## src/rtl/fsup_pkg.sv

```systemverilog
`timescale 1ns/1ps
package fsup_pkg;

  // Retry controller states: running, timed off (main only / both),
  // latched off (main only / both).
  typedef enum logic [2:0] {
    ST_RUN,
    ST_OFF_MAIN,
    ST_OFF_ALL,
    ST_LATCH_MAIN,
    ST_LATCH_ALL
  } fsup_state_e;

endpackage

```

## src/rtl/fsup_off_timer.sv

```systemverilog
`timescale 1ns/1ps
// Tick-driven off interval: load starts a count of OFF_TICKS ticks,
// done pulses on the tick that ends it.
module fsup_off_timer #(
  parameter int unsigned OFF_TICKS = 10000
) (
  input  logic clk,
  input  logic rst,
  input  logic clr,
  input  logic tick,
  input  logic load,
  output logic done
);
  localparam int unsigned TW = $clog2(OFF_TICKS + 1);
  localparam logic [TW-1:0] TMAX = TW'(OFF_TICKS);

  logic [TW-1:0] cnt_q;

  always_ff @(posedge clk) begin
    if (rst || clr) begin
      cnt_q <= '0;
    end else if (load) begin
      cnt_q <= TMAX;
    end else if (tick && cnt_q != '0) begin
      cnt_q <= cnt_q - TW'(1);
    end
  end

  assign done = tick && (cnt_q == TW'(1));

  // the interval never holds more than its configured length
  a_r1_timer_bound: assert property (@(posedge clk) disable iff (rst)
    cnt_q <= TMAX);

  // without a tick the remaining interval is frozen
  a_r10_timer_frozen: assert property (@(posedge clk) disable iff (rst)
    (!tick && !clr && !load) |=> $stable(cnt_q));

endmodule

```

## src/rtl/fsup_persist.sv

```systemverilog
`timescale 1ns/1ps
// Persistence filter: hit fires on the LIMIT-th consecutive tick on
// which flag is high while armed. A low tick or disarm restarts it.
module fsup_persist #(
  parameter int unsigned LIMIT = 21
) (
  input  logic clk,
  input  logic rst,
  input  logic tick,
  input  logic arm,
  input  logic flag,
  output logic hit
);
  localparam int unsigned PW = $clog2(LIMIT + 1);
  localparam logic [PW-1:0] LAST = PW'(LIMIT - 1);

  logic [PW-1:0] cnt_q;

  always_ff @(posedge clk) begin
    if (rst || !arm) begin
      cnt_q <= '0;
    end else if (tick) begin
      if (!flag) begin
        cnt_q <= '0;
      end else if (cnt_q != LAST) begin
        cnt_q <= cnt_q + PW'(1);
      end
    end
  end

  assign hit = arm && tick && flag && (cnt_q == LAST);

  // a low sample restarts the persistence window
  a_r8_drop_restarts: assert property (@(posedge clk) disable iff (rst)
    (tick && !flag) |=> (cnt_q == '0));

  // the count never runs past the qualifying sample
  a_r8_count_bound: assert property (@(posedge clk) disable iff (rst)
    cnt_q <= LAST);

endmodule

```

## src/rtl/fsup_hiccup.sv

```systemverilog
`timescale 1ns/1ps
// Standby overcurrent hiccup: drop standby for OFF_TICKS ticks, then
// retry; no limit, no counting.
module fsup_hiccup #(
  parameter int unsigned OFF_TICKS = 1000
) (
  input  logic clk,
  input  logic rst,
  input  logic tick,
  input  logic pwr_ok,
  input  logic sb_up,
  input  logic oc_flag,
  output logic hic_off
);
  logic hic_q;
  logic trip;
  logic done;

  assign trip = tick && oc_flag && sb_up && !hic_q && pwr_ok;

  fsup_off_timer #(.OFF_TICKS(OFF_TICKS)) u_hic_tmr (
    .clk  (clk),
    .rst  (rst),
    .clr  (!pwr_ok),
    .tick (tick),
    .load (trip),
    .done (done)
  );

  always_ff @(posedge clk) begin
    if (rst || !pwr_ok) begin
      hic_q <= 1'b0;
    end else if (trip) begin
      hic_q <= 1'b1;
    end else if (done && hic_q) begin
      hic_q <= 1'b0;
    end
  end

  assign hic_off = hic_q;

  // an overcurrent sample on a live standby starts the off interval
  a_r7_trip_offs: assert property (@(posedge clk) disable iff (rst)
    trip |=> hic_q);

  // the hiccup off state only ends when its interval expires
  a_r7_off_holds: assert property (@(posedge clk) disable iff (rst)
    (hic_q && !done && pwr_ok) |=> hic_q);

endmodule

```

## src/rtl/fsup_retry_fsm.sv

```systemverilog
`timescale 1ns/1ps
// Counted auto-retry with latch-off and per-output fault scope.
module fsup_retry_fsm
  import fsup_pkg::*;
#(
  parameter int unsigned OFF_TICKS = 10000,
  parameter int unsigned MAX_RETRY = 5,
  localparam int unsigned CW = $clog2(MAX_RETRY + 1)
) (
  input  logic          clk,
  input  logic          rst,
  input  logic          tick,
  input  logic          pwr_ok,
  input  logic          enable,
  input  logic          main_flt,
  input  logic          sb_flt,
  input  logic          sb_live,
  output logic          main_on,
  output logic          sb_on,
  output logic          latched,
  output logic [CW-1:0] retry_cnt
);
  localparam logic [CW-1:0] CMAX = CW'(MAX_RETRY);

  fsup_state_e   st_q, st_d;
  logic [CW-1:0] cnt_q, cnt_d;
  logic          en_q, main_q, sb_q;
  logic          en_fall, clear, load, done;
  logic          main_hit, sb_hit, at_limit;

  assign en_fall  = en_q && !enable;
  assign clear    = !pwr_ok || en_fall;
  assign main_hit = tick && main_flt && main_q;
  assign sb_hit   = tick && sb_flt && sb_live;
  assign at_limit = (cnt_q == CMAX);

  fsup_off_timer #(.OFF_TICKS(OFF_TICKS)) u_retry_tmr (
    .clk  (clk),
    .rst  (rst),
    .clr  (clear),
    .tick (tick),
    .load (load),
    .done (done)
  );

  always_comb begin
    st_d  = st_q;
    cnt_d = cnt_q;
    load  = 1'b0;
    if (clear) begin
      st_d  = ST_RUN;
      cnt_d = '0;
    end else begin
      case (st_q)
        ST_RUN, ST_OFF_MAIN: begin
          if (sb_hit) begin
            if (at_limit) begin
              st_d = ST_LATCH_ALL;
            end else begin
              st_d  = ST_OFF_ALL;
              cnt_d = cnt_q + CW'(1);
              load  = 1'b1;
            end
          end else if (st_q == ST_RUN && main_hit) begin
            if (at_limit) begin
              st_d = ST_LATCH_MAIN;
            end else begin
              st_d  = ST_OFF_MAIN;
              cnt_d = cnt_q + CW'(1);
              load  = 1'b1;
            end
          end else if (st_q == ST_OFF_MAIN && done) begin
            st_d = ST_RUN;
          end
        end
        ST_OFF_ALL: begin
          if (done) st_d = ST_RUN;
        end
        ST_LATCH_MAIN: begin
          if (sb_hit) st_d = ST_LATCH_ALL;
        end
        default: begin
          st_d = st_q;
        end
      endcase
    end
  end

  always_ff @(posedge clk) begin
    if (rst) begin
      st_q   <= ST_RUN;
      cnt_q  <= '0;
      en_q   <= 1'b0;
      main_q <= 1'b0;
      sb_q   <= 1'b0;
    end else begin
      st_q   <= st_d;
      cnt_q  <= cnt_d;
      en_q   <= enable;
      main_q <= pwr_ok && enable && (st_d == ST_RUN);
      sb_q   <= pwr_ok && (st_d != ST_OFF_ALL) && (st_d != ST_LATCH_ALL);
    end
  end

  assign main_on   = main_q;
  assign sb_on     = sb_q;
  assign latched   = (st_q == ST_LATCH_MAIN) || (st_q == ST_LATCH_ALL);
  assign retry_cnt = cnt_q;

  // the restart counter never passes its limit
  a_r3_cnt_bound: assert property (@(posedge clk) disable iff (rst)
    cnt_q <= CMAX);

  // a latch persists until a clear
  a_r3_latch_sticks: assert property (@(posedge clk) disable iff (rst)
    (latched && !clear) |=> latched);

  // a counted main shutdown steps the counter and drops main
  a_r1_count_step: assert property (@(posedge clk) disable iff (rst)
    (st_q == ST_RUN && !clear && main_hit && !sb_hit && !at_limit)
      |=> (cnt_q == $past(cnt_q) + CW'(1)) && !main_on);

  // standby keeps running during a main-only off interval
  a_r1_sb_kept: assert property (@(posedge clk) disable iff (rst)
    (st_q == ST_OFF_MAIN) |-> sb_on);

  // a standby-scope shutdown holds both outputs off
  a_r2_all_off: assert property (@(posedge clk) disable iff (rst)
    (st_q == ST_OFF_ALL || st_q == ST_LATCH_ALL) |-> (!main_on && !sb_on));

  // an enable falling edge clears the counter and the latch
  a_r4_enable_clear: assert property (@(posedge clk) disable iff (rst)
    en_fall |=> (cnt_q == '0) && !latched);

endmodule

```

## src/rtl/fault_supervisor.sv

```systemverilog
`timescale 1ns/1ps
// Top: fault qualification, counted retry, standby hiccup.
module fault_supervisor #(
  parameter int unsigned RETRY_OFF_MS  = 10000,
  parameter int unsigned HICCUP_OFF_MS = 1000,
  parameter int unsigned OC_BLANK_MS   = 20,
  parameter int unsigned SHORT_MS      = 10,
  parameter int unsigned MAX_RETRY     = 5
) (
  input  logic                           clk,
  input  logic                           rst,
  input  logic                           ms_tick,
  input  logic                           pwr_ok,
  input  logic                           out_enable,
  input  logic                           main_ov,
  input  logic                           main_uv,
  input  logic                           main_oc,
  input  logic                           main_short,
  input  logic                           over_temp,
  input  logic                           sb_ov,
  input  logic                           sb_uv,
  input  logic                           sb_oc,
  output logic                           main_en,
  output logic                           sb_en,
  output logic                           fault_latched,
  output logic [$clog2(MAX_RETRY+1)-1:0] retry_count
);
  localparam int unsigned CW = $clog2(MAX_RETRY + 1);

  logic          oc_hit, short_hit;
  logic          main_flt, sb_flt;
  logic          main_on, sb_on, hic_off;
  logic [CW-1:0] cnt;
  logic          latched;

  // Static overcurrent must outlast the blanking window.
  fsup_persist #(.LIMIT(OC_BLANK_MS + 1)) u_oc_blank (
    .clk  (clk),
    .rst  (rst),
    .tick (ms_tick),
    .arm  (main_on),
    .flag (main_oc),
    .hit  (oc_hit)
  );

  // Short circuit qualifies after its own shorter window.
  fsup_persist #(.LIMIT(SHORT_MS)) u_short_qual (
    .clk  (clk),
    .rst  (rst),
    .tick (ms_tick),
    .arm  (main_on),
    .flag (main_short),
    .hit  (short_hit)
  );

  assign main_flt = main_ov || main_uv || oc_hit || short_hit;
  assign sb_flt   = sb_ov || sb_uv || over_temp;

  fsup_retry_fsm #(
    .OFF_TICKS (RETRY_OFF_MS),
    .MAX_RETRY (MAX_RETRY)
  ) u_retry (
    .clk       (clk),
    .rst       (rst),
    .tick      (ms_tick),
    .pwr_ok    (pwr_ok),
    .enable    (out_enable),
    .main_flt  (main_flt),
    .sb_flt    (sb_flt),
    .sb_live   (sb_en),
    .main_on   (main_on),
    .sb_on     (sb_on),
    .latched   (latched),
    .retry_cnt (cnt)
  );

  fsup_hiccup #(.OFF_TICKS(HICCUP_OFF_MS)) u_hiccup (
    .clk     (clk),
    .rst     (rst),
    .tick    (ms_tick),
    .pwr_ok  (pwr_ok),
    .sb_up   (sb_on),
    .oc_flag (sb_oc),
    .hic_off (hic_off)
  );

  assign main_en       = main_on;
  assign sb_en         = sb_on && !hic_off;
  assign fault_latched = latched;
  assign retry_count   = cnt;

  // invalid input power drops both outputs and clears the counter
  a_r5_power_loss: assert property (@(posedge clk) disable iff (rst)
    !pwr_ok |=> (!main_en && !sb_en && retry_count == '0));

  // enable low keeps main off
  a_r6_enable_low: assert property (@(posedge clk) disable iff (rst)
    !out_enable |=> !main_en);

  // a hiccup never touches the restart counter by itself
  a_r7_hiccup_uncounted: assert property (@(posedge clk) disable iff (rst)
    ($rose(hic_off) && !$past(ms_tick && (main_flt || sb_flt)) && $past(pwr_ok && out_enable) && $past(out_enable))
      |-> $stable(retry_count));

endmodule

```

## config.mk

```make
export PLATFORM = sky130hd
export DESIGN_NAME = fault_supervisor
export DESIGN_NICKNAME = d
export VERILOG_FILES = /design/src/rtl/fsup_pkg.sv /design/src/rtl/fsup_off_timer.sv /design/src/rtl/fsup_persist.sv /design/src/rtl/fsup_hiccup.sv /design/src/rtl/fsup_retry_fsm.sv /design/src/rtl/fault_supervisor.sv
export SDC_FILE = /design/constraint.sdc
export NUM_CORES = 1
export LEC_CHECK = 0
export BUFFER_PORTS_ARGS = -buffer_cell sky130_fd_sc_hd__buf_4
export CELL_PAD_IN_SITES_DETAIL_PLACEMENT = 0
export CELL_PAD_IN_SITES_GLOBAL_PLACEMENT = 1
export CORE_UTILIZATION = 48
export DETAILED_ROUTE_END_ITERATION = 16
export GPL_TIMING_DRIVEN = 0
export PLACE_DENSITY_LB_ADDON = 0.1
export SLEW_MARGIN = 0
export SYNTH_ARGS = -nofsm -noshare
export SYNTH_HDL_FRONTEND = slang
export SYNTH_SLANG_ARGS = --single-unit
```

## constraint.sdc

```tcl
create_clock -name clk -period 4 [get_ports clk]
set_input_delay 0.4 -clock clk [delete_from_list [all_inputs] [get_ports clk]]
set_output_delay 0.4 -clock clk [all_outputs]
set_load 0.01 [all_outputs]
```

==> impl_metrics.prom <==
# TYPE chip_impl_metric gauge
chip_impl_metric{name="asyncSetResetFlopFracSynth",unit="%"} 0
chip_impl_info{name="synth.largest_area_cell",value="dfxtp_1"} 1
chip_impl_metric{name="timing.final.hold_violations",unit=""} 0
chip_impl_info{name="yosysMostFrequentCell",value="dfxtp_1"} 1
chip_impl_metric{name="fin_worst_skew",unit="ns"} 0.00950
chip_impl_metric{name="power.static_leakage",unit="nW"} 0.958
chip_impl_metric{name="numCtsBuffers",unit=""} 5
chip_impl_metric{name="report.final.setup_viol",unit=""} 0
chip_impl_metric{name="cts.sinks",unit=""} 43
chip_impl_metric{name="overall_power_of_the_completed_layout",unit="mW"} 1.77
chip_impl_metric{name="cts_hold_repair.buffers",unit=""} 0
chip_impl_metric{name="drt-initial-drc-count",unit=""} 65
chip_impl_metric{name="fin_ws",unit="ns"} 1.87
chip_impl_metric{name="dieArea",unit="um^2"} 4950
chip_impl_metric{name="fin_crit",unit="ns"} 2.13
chip_impl_metric{name="netlist_area",unit="um^2"} 2240
chip_impl_info{name="clock_tree_root_buffer_cell",value="clkbuf_8"} 1
chip_impl_info{name="netlist_top_cells_count",value="dfxtp_1, nor2_1, a21oi_1, nand2_1"} 1
chip_impl_metric{name="slew-limit-headroom",unit="%"} 57.3
chip_impl_info{name="ys.flop_type",value="dfxtp_1"} 1
chip_impl_metric{name="grt_use_total",unit="%"} 18.8
chip_impl_metric{name="gpl.final_weighted_congestion",unit=""} 0.795
chip_impl_metric{name="start_util",unit="%"} 50.8
chip_impl_metric{name="layout_worst_path_cycle_share",unit="%"} 53.4
chip_impl_metric{name="post_synth.cell_area_avg",unit="um^2"} 8.86
chip_impl_metric{name="r2r.worst_path.cells",unit=""} 8
chip_impl_metric{name="cts_htree_levels",unit=""} 2
chip_impl_metric{name="drt_pre_antenna_iters",unit=""} 4
chip_impl_metric{name="timing_max_transition_violations_final",unit=""} 0
chip_impl_metric{name="max_slew.worst_pin.slew",unit="ns"} 0.630
chip_impl_info{name="holdCritPathClass",value="input pin to flip-flop"} 1
chip_impl_metric{name="ios",unit=""} 19
chip_impl_metric{name="grt_start_max_net_pins",unit=""} 14
chip_impl_metric{name="antenna_cells",unit=""} 0
chip_impl_metric{name="overflow",unit=""} 0
chip_impl_metric{name="nNetsFinal",unit=""} 302
chip_impl_metric{name="postPlaceCellArea",unit="um^2"} 2440
chip_impl_metric{name="worstHoldPathCells",unit=""} 2
chip_impl_metric{name="power-per-cell-area",unit="nW/um^2"} 693
chip_impl_metric{name="post_drt_wl_per_cell",unit="um"} 13.0
chip_impl_metric{name="cts_repair_resize_count",unit=""} 0
chip_impl_metric{name="antenna_found_initial",unit=""} 0
chip_impl_metric{name="vias",unit=""} 1792
chip_impl_metric{name="clock_latency",unit="ns"} 0.30
chip_impl_metric{name="critPathMaxFanout",unit=""} 9
chip_impl_metric{name="synth-edff-count",unit=""} 0
chip_impl_metric{name="fin_setup_tns",unit="ns"} 0
chip_impl_metric{name="clock_path_buffers",unit=""} 2
chip_impl_metric{name="synth_top_cell_area_share",unit="%"} 38.4
chip_impl_metric{name="fp-row-count",unit=""} 24
chip_impl_metric{name="core_area",unit="um^2"} 4410
chip_impl_metric{name="area.growth.synth_to_final",unit="%"} 14.2
chip_impl_metric{name="first_global_vias",unit=""} 1602
chip_impl_metric{name="routed_wl",unit="um"} 4310
chip_impl_metric{name="route.detailed.vias_per_inst",unit=""} 5.41
chip_impl_metric{name="port_buffers",unit=""} 18
chip_impl_info{name="cts_tree",value="built"} 1
chip_impl_metric{name="post-dp-hpwl",unit="um"} 3220
chip_impl_metric{name="cap_viol_max_count",unit=""} 0
chip_impl_metric{name="floorplan.die.height",unit="um"} 70.3
chip_impl_metric{name="postLayoutCellArea",unit="um^2"} 2560
chip_impl_info{name="critPathLaunchType",value="flip-flop"} 1
chip_impl_metric{name="ys_seq_elements",unit=""} 43
chip_impl_metric{name="synth_sequential_area_ratio",unit="%"} 38.4
chip_impl_metric{name="worst_hold_slack_across_all_endpoints",unit="ns"} 0.305
chip_impl_metric{name="post_cts.repair.setup_buffers",unit=""} 0
chip_impl_metric{name="synth_cell_type_count",unit=""} 49
chip_impl_metric{name="netlist_instances",unit=""} 253
chip_impl_metric{name="max_clock_freq",unit="GHz"} 0.469
chip_impl_metric{name="drt_drc_violations_left",unit=""} 0
chip_impl_metric{name="path_clk_slew",unit="ns"} 0.09
chip_impl_metric{name="critical_path_arrival",unit="ns"} 2.35
chip_impl_metric{name="pre_cts_slack",unit="ns"} 1.83
chip_impl_metric{name="worst-endpoint-required",unit="ns"} 4.22
chip_impl_metric{name="synthesis.nets",unit=""} 277
chip_impl_info{name="critical_path.endpoint_type",value="flip-flop"} 1
chip_impl_info{name="criticalPathCategory",value="flip-flop to flip-flop"} 1
chip_impl_info{name="synth_top_cells_by_area",value="dfxtp_1, ha_1, nor2_1, xnor2_1, xor2_1"} 1
chip_impl_metric{name="route.antenna.remaining_nets",unit=""} 0
chip_impl_metric{name="ir_drop",unit="mV"} 0.354
chip_impl_metric{name="dieWidth",unit="um"} 70.3
chip_impl_metric{name="synth.yosys.warnings",unit=""} 0
chip_impl_metric{name="drive_gt1_share",unit="%"} 16.5
chip_impl_info{name="setup_repair_after_global_routing_missed_its_margin",value="false"} 1
chip_impl_metric{name="grt_pass1_wl",unit="um"} 7440
chip_impl_info{name="status",value="finished, final reports clean"} 1
[registers in the layout, summed over array words and instances (netlist names), 3 cells and up]
name / cells
u_hiccup.u_hic_tmr.cnt_q: 10
u_oc_blank.cnt_q: 5
u_retry.retry_cnt: 3
u_retry.st_q: 3
u_retry.u_retry_tmr.cnt_q: 14
u_short_qual.cnt_q: 4
[area by class of cell]
type / instances / area, um^2
flip-flops and latches: 43 / 861
repair buffers: 18 / 135
inverters: 11 / 41.3
fillers: 431 / 1860
clock inverters: 2 / 35.0
clock buffers: 6 / 82.6
plain buffers: 5 / 27.5
well taps: 52 / 65.1
multi-input cells: 194 / 1310
[cell usage in the layout, fill, tap and decap left out, drive strengths merged, types with 2 or more instances in the layout]
cell type and n:
nor3b 4, dfxtp 43, or4 3, buf 21, clkbuf 8, nand4b 2, a21oi 21, nand2b 4
nor2b 5, xor2 14, xnor2 14, nor4 7, a211oi 2, inv 11, nand4 8, and3 3
nor2 36, and2 3, nor3 6, mux2 2, o211ai 2, nand2 17, o21ai 4, nand3 10
a31oi 2, ha 11, o31ai 2
[routing by layer]
| layer | routed length (um) | track usage, % | share of wire, % |
|---|---|---|---|
| met4 | 61 | 6.67 | 1.4 |
| met5 | 0 | 0 | 0 |
| met3 | 183 | 5.34 | 4.2 |
| met2 | 1780 | 26.9 | 41 |
| met1 | 2280 | 26.8 | 53 |
[metrics by stage]
step | util (%) | cells
CTS | 58.0 | 331
floorplan | - | 253
detailed placement | 55.3 | 323
finish | 58.0 | 331
global placement | 55.3 | 323
global route | 58.0 | 331
[where the power goes]
| group | internal [mW] | switching (mW) |
|---|---|---|
| registers | 0.507 | 0.0848 |
| logic | 0.415 | 0.413 |
| clock network | 0.202 | 0.151 |
| total | 1.12 | 0.649 |
[final timing paths]
kind	from	slack, ns	endpoint
min	rst	0.30	u_retry.en_q$_SDFF_PP0_
max	u_short_qual.cnt_q[1]$_SDFFE_PP0P_	1.87	u_retry.u_retry_tmr.cnt_q[1]$_SDFFE_PP0P_
min reg2reg	u_retry.u_retry_tmr.cnt_q[3]$_SDFFE_PP0P_	0.48	u_retry.u_retry_tmr.cnt_q[3]$_SDFFE_PP0P_
max reg2reg	u_short_qual.cnt_q[1]$_SDFFE_PP0P_	1.87	u_retry.u_retry_tmr.cnt_q[1]$_SDFFE_PP0P_
[worst max-delay path, cell delays in order, from the launching register on]
cell	delay, ns
dfxtp_1	0.39
inv_1	0.06
ha_1	0.17
nand4b_1	0.15
o211ai_1	0.20
and2_1	0.21
o211ai_2	0.38
nand3_2	0.27
a211oi_1	0.22
[cell families (layout without fill, tap and decap cells)]
family          after synthesis  count (layout)  share of synthesized area [%]
compound gates               42              42                           13.2
xor+xnor                     28              28                           10.9
fa+ha+maj                    11              11                           6.14
buf+inv                      16              42                           3.07
flops                        43              43                           38.4
mux                           2               2                           1.00
simple gates                111             111                           27.2
Note: power is estimated with default switching activity, not from simulation.
